[src/rtl/srate_fsync_gen.sv]
module srate_fsync_gen #(
  parameter int DW = 8,
  parameter int WW = 8,
  parameter int PW = 12
) (
  input  logic          clk,
  input  logic          rst_n,
  input  logic          lsclk_en,
  input  logic          ext_rx_clk,
  input  logic          ext_tx_clk,
  input  logic [1:0]    src_sel,
  input  logic [DW-1:0] div_val,
  input  logic [WW-1:0] width_val,
  input  logic [PW-1:0] period_val,
  output logic          bclk_out,
  output logic          bclk_rise,
  output logic          fsync_out
);
  localparam int CW  = ((PW > WW) ? PW : WW) + 1;
  localparam int DXW = DW + 1;

  logic [2:0]    rx_s, tx_s;
  logic          rx_edge, tx_edge, ref_tick, bit_edge, idle;
  logic [DW-1:0] dcnt, dlim;
  logic [PW-1:0] fcnt, flim;
  logic [WW-1:0] wlim;

  always_ff @(posedge clk) begin
    if (!rst_n) begin
      rx_s <= '0;
      tx_s <= '0;
    end else begin
      rx_s <= {rx_s[1:0], ext_rx_clk};
      tx_s <= {tx_s[1:0], ext_tx_clk};
    end
  end

  assign rx_edge = rx_s[1] & ~rx_s[2];
  assign tx_edge = tx_s[1] & ~tx_s[2];
  assign idle    = (src_sel == 2'b00);

  always_comb begin
    case (src_sel)
      2'b01:   ref_tick = lsclk_en;
      2'b10:   ref_tick = rx_edge;
      2'b11:   ref_tick = tx_edge;
      default: ref_tick = 1'b0;
    endcase
  end

  assign bit_edge = ref_tick && (dcnt == dlim);

  always_ff @(posedge clk) begin
    if (!rst_n || idle) begin
      dcnt      <= '0;
      dlim      <= '0;
      bclk_out  <= 1'b0;
      bclk_rise <= 1'b0;
    end else begin
      bclk_rise <= bit_edge;
      if (ref_tick) begin
        if (dcnt == dlim) begin
          dcnt     <= '0;
          dlim     <= div_val;
          bclk_out <= 1'b1;
        end else begin
          dcnt     <= dcnt + 1'b1;
          bclk_out <= (DXW'(dcnt) + DXW'(1)) < ((DXW'(dlim) + DXW'(1)) >> 1);
        end
      end else if (dlim == '0) begin
        bclk_out <= 1'b0;
      end
    end
  end

  always_ff @(posedge clk) begin
    if (!rst_n || idle) begin
      fcnt      <= '0;
      flim      <= '0;
      wlim      <= '0;
      fsync_out <= 1'b0;
    end else if (bit_edge) begin
      if (fcnt == flim) begin
        fcnt      <= '0;
        flim      <= period_val;
        wlim      <= width_val;
        fsync_out <= 1'b1;
      end else begin
        fcnt      <= fcnt + 1'b1;
        fsync_out <= (CW'(fcnt) + CW'(1)) <= CW'(wlim);
      end
    end
  end


  div_count_bound_chk: assert property (@(posedge clk) disable iff (!rst_n)
    dcnt <= dlim);


  rise_with_high_chk: assert property (@(posedge clk) disable iff (!rst_n)
    bclk_rise |-> bclk_out);


  frame_count_bound_chk: assert property (@(posedge clk) disable iff (!rst_n)
    fcnt <= flim);


  fsync_rise_on_edge_chk: assert property (@(posedge clk) disable iff (!rst_n)
    $rose(fsync_out) |-> bclk_rise);


  fsync_fall_on_edge_chk: assert property (@(posedge clk) disable iff (!rst_n)
    $fell(fsync_out) |-> (bclk_rise || $past(src_sel) == 2'b00));


  reserved_idle_chk: assert property (@(posedge clk) disable iff (!rst_n)
    (src_sel == 2'b00) |=> (!bclk_out && !bclk_rise && !fsync_out));
endmodule

[config.mk]
export PLATFORM = sky130hd
export DESIGN_NAME = srate_fsync_gen
export DESIGN_NICKNAME = d
export VERILOG_FILES = /design/src/rtl/srate_fsync_gen.sv
export SDC_FILE = /design/constraint.sdc
export NUM_CORES = 1
export LEC_CHECK = 0
export BUFFER_PORTS_ARGS = -buffer_cell sky130_fd_sc_hd__buf_2
export CORE_MARGIN = 2
export CORE_UTILIZATION = 50
export CTS_CLUSTER_DIAMETER = 150
export DETAILED_ROUTE_END_ITERATION = 16
export PLACE_DENSITY = 0.7
export SLEW_MARGIN = 20
export SYNTH_ARGS = -nofsm -noshare
export SYNTH_HDL_FRONTEND = slang
export SYNTH_SLANG_ARGS = --single-unit
export TNS_END_PERCENT = 1
[constraint.sdc]
create_clock -name clk -period 5.2 [get_ports clk]
set_clock_uncertainty 0.15 [all_clocks]
set_input_delay 1.04 -clock clk [delete_from_list [all_inputs] [get_ports clk]]
set_output_delay 1.04 -clock clk [all_outputs]
set_load 0.05 [all_outputs]
After elaboration in Yosys (flattened, before gate mapping)
Index checks and enable logic that the tools add are counted.

word-level totals
  bits in registers = 57
  bits of input ports = 35

cells by class
  add/subtract/negate cells = 5
  $lt $le $gt $ge = 2
  eq/ne operators = 5
  multiplexer cells = 7
  bitwise logic cells = 4
  reduce and logical (&&, ||, !) cells = 8

operators by type and width
  cell                   count
  $add 8x1->9 const B    2
  $add 12x1->13 const B  1
  $le 13x8->1            1
  $add 12x1->12 const B  1
  $eq 12x12->1           1
  $mux 12                1
  $lt 9x8->1             1
  $add 8x1->8 const B    1
  $eq 8x8->1             1
  $logic_not 8->1        1
  $mux 8                 1
  $eq 2x2->1 const B     2
  $mux 1                 4
  $reduce_and 2->1       2
  $pmux 1 s3             1
  $and 1x1->1            2
  $eq 2x1->1 const B     1
  $logic_not 2->1        1
  $not 1->1              2
  $reduce_bool 2->1      1
  $logic_and 1x1->1      1
  $logic_not 1->1        1
  $logic_or 1x1->1       1

Depth between registers and ports, before layout
  depth in word-level cells = 5
  mapped depth = 11

Worst setup path before layout
Ideal clock, no wire load.

  path kind = input to register
  from = input port src_sel[1]
  to = register fcnt[10]
  library setup time = 0.074 ns
  arrival time = 2.310 ns
  required time = 4.976 ns
  path slack = 2.666 ns
  cell stages on the path = 5
  buffers on the path = 0
  cells stage by stage = and3b_1 -> o221ai_1 -> nand3b_2 -> or4_1 -> a31oi_1

between the ends
  word-level cells in the longest chain between the ends = 3
  elaborated cells on any way between the ends = 7

RTL lines
  what                                             line  text
  start, declared                                  11    input logic [1:0] src_sel,
  $eq 2x2->1 / $eq 2x1->1 (equally long branches)  43    case (src_sel)
  $pmux 1 s3                                       43
  $logic_and 1x1->1                                51    assign bit_edge = ref_tick && (dcnt == dlim);
  end signal, assigned                             89    fcnt <= fcnt + 1'b1;
  end, declared                                    25    logic [PW-1:0] fcnt, flim;

Parallel ways exist; a longest one is shown, timed or not.
A chain may end at the register's enable or synchronous reset.

Worst setup path after layout
Same ends and word-level chain as after synthesis.

==> flow_metrics.tcl <==
set metrics [dict create \
    fillers 591 \
    synth.top_cell.area_share_pct 34.9 \
    drive_gt1_share_pct 14.4 \
    crit_arrival_ns 3.26 \
    min_path_type "flip-flop to flip-flop" \
    maxCapViolCount 0 \
    drt-initial-drc-count 255 \
    path_cells "buf_2 > and3b_1 > o221ai_1 > buf_4 > nand3b_2 > or4_1 > a31oi_1" \
    placementRows 29 \
    area_growth_pct 12.8 \
    cts-root-buf "clkbuf_8" \
    io_buffers 37 \
    min_path_cells 1 \
    cp.required_ns 5.31 \
    ys_seq_elements 57 \
    fin_cells 513 \
    die_h_um 84.9 \
    crit_fanout 42 \
    clock_sinks 57 \
    die_w_um 84.9 \
    ioPinCount 38 \
    power.density_nw_per_um2 342 \
    crit_type "input pin to flip-flop" \
    place_inst 497 \
    fin_hold_ws_ns 0.291 \
    critPathMaxStageDelay_ns 0.73 \
    rrSetupSlack_ns 2.11 \
    via_per_inst 5.70 \
    finalSetupTns_ns 0 \
    grt_use_total_pct 22.1 \
    worstHoldStart "tx_s[0]" \
    cp_num_cells 7 \
    hold_viol_final 0 \
    fin_nets 485 \
    clk_pin_slew_ns 0.06 \
    leakagePower_nw 1.53 \
    grt_max_degree 46 \
    rr_worst_depth 5 \
    multi_input_area_um2 1980 \
    cts_buffers 9 \
    slowest_stage "nand3b_2" \
    critPathLaunchType "input pin" \
    max_freq_mhz 317 \
    seqCellArea_um2 1140 \
    gp_congestion 0.814 \
    firstDrtPassIters 5 \
    yosysSeqAreaShare_pct 34.9 \
    cp_num_buf_inv 2 \
    grt_pass1_wl_um 13000 \
    slew_headroom_pct 45.1 \
    clk_latency_ns 0.34 \
    wire_per_inst_um 14.5 \
    clock_path_buffers 2 \
    synth_ff_type "dfxtp_1" \
    syn_area_um2 3270 \
    outcome "completed" \
    drt-total-wl_um 7420 \
    initial_core_util_pct 51.5 \
    synth-edff-count 0 \
    postCtsSetupBuffers 0 \
    grt_pass1_vias 2765 \
    synth_nets 463 \
    synth_cells 409 \
    grt-ovfl-total 0 \
    hpwl_um 5030 \
    netlist_top_cells_area "dfxtp_1, a21oi_1, xor2_1, ha_1, nand3_1" \
    whs_endpoint "tx_s[1]" \
    setup_viol 0 \
    rsz0062_at_grt "no" \
    worstMarginPinSlew_ns 0.824 \
    avgSynthCellArea_um2 8.00 \
    drc 0 \
    maxSlewViolCount 0 \
    ctsResizeCount 0 \
    min_period_ns 3.15 \
    ys_async_sr_fraction_pct 0 \
    finalPower_w 0.00126 \
    synth_area_leader_cell "dfxtp_1" \
    reg2reg_from "dlim[4]" \
    tritoncts "built" \
    ant_nets 0 \
    period_share_pct 60.6 \
    ir_drop_v 0.000233 \
    cts.htree.levels 3 \
    reg2reg_to "fcnt[10]" \
    synth.distinct_cells 44 \
    antenna_found_initial 0 \
    core_um2 6350 \
    ys_warn_count 0 \
    dieArea_um2 7210 \
    hold_buffers 0 \
    path_delay_family "simple AND/OR/NAND/NOR gates" \
    cp-end-kind "flip-flop" \
    vias 2922 \
    diodes 0 \
]
## worst max path at each step
stage	from	endpoint	slack [ns]
floorplan	src_sel[1]	fcnt[10]	2.67
global placement	src_sel[1]	fcnt[10]	1.74
detailed placement	src_sel[1]	fcnt[10]	1.70
CTS	src_sel[1]	fcnt[10]	2.07
global route	dlim[4]	fcnt[10]	1.85
finish	src_sel[1]	fcnt[10]	2.05
## registers in the layout, summed over array words and instances (netlist names)
name	cells
tx_s	3
bclk_out	1
fcnt	12
bclk_rise	1
rx_s	3
fsync_out	1
dcnt	8
wlim	8
dlim	8
flim	12
## where the power goes
group	switching [W]	leakage, nW	internal [W]
Sequential	0.0000212	0.462	0.000461
Combinational	0.000225	0.950	0.0000926
Clock	0.000178	0.113	0.000282
## cells in the final DEF, fill, tap and decap left out, types with 12 or more instances in the layout
master,instances
inv_1,12
nand2_1,40
o21ai_0,33
xor2_1,30
dfxtp_1,57
ha_1,19
buf_2,37
nand3_1,39
nor2_1,12
a21oi_1,53
## worst reg2reg max path: cells and delay by family, from the launching register on
family / cells / cell delay (ns)
xor+xnor: 1 / 0.15
simple gates: 3 / 2.06
flops: 1 / 0.49
compound gates: 1 / 0.16
## per-stage QoR
| step | worst slack [ns] | instance area [um^2] | util (%) |
|---|---|---|---|
| floorplan | 2.67 | 3270 | - |
| finish | 2.05 | 3690 | 58.1 |
| global placement | 1.74 | 3470 | 54.6 |
| CTS | 2.07 | 3690 | 58.0 |
| global route | 1.85 | 3690 | 58.1 |
| detailed placement | 1.70 | 3470 | 54.6 |
## final cells by class
cell class | instances | share of cell area, %
clock inverter | 5 | 2.14
timing repair buffer | 40 | 5.63
inverter | 12 | 1.22
tap | 77 | 2.61
clock buffer | 11 | 3.83
sequential | 57 | 30.9
multi-input combinational | 311 | 53.7
## metal layers
metal	wire [um]	up-vias	global-route usage (%)
li1	-	1493	-
met5	0	-	0
met2	3290	68	32.6
met4	131	0	8.66
met1	3650	1350	31.0
met3	346	11	5.64
## synthesized netlist by cell type (7+ instances only)
| cell type | instances |
|---|---|
| nor3_1 | 7 |
| dfxtp_1 | 57 |
| nand2_1 | 40 |
| a21oi_1 | 53 |
| clkbuf_1 | 23 |
| inv_1 | 12 |
| nand3_1 | 40 |
| ha_1 | 19 |
| nor2_1 | 12 |
| xor2_1 | 30 |
| o21ai_0 | 34 |
| xnor2_1 | 9 |
## logic make-up after synthesis
group                      after synthesis  share of synthesized area (%)
buffers and inverters                   41                           5.12
xor gates and xnor gates                39                           10.4
adders and majority gates               19                           7.26
DFF                                     57                           34.9
and+or+nand+nor                        142                           23.2
AOI/OAI and AO/OA                      108                           18.2
muxes                                    3                          0.917
No activity file was read; power rests on OpenSTA's default activity.
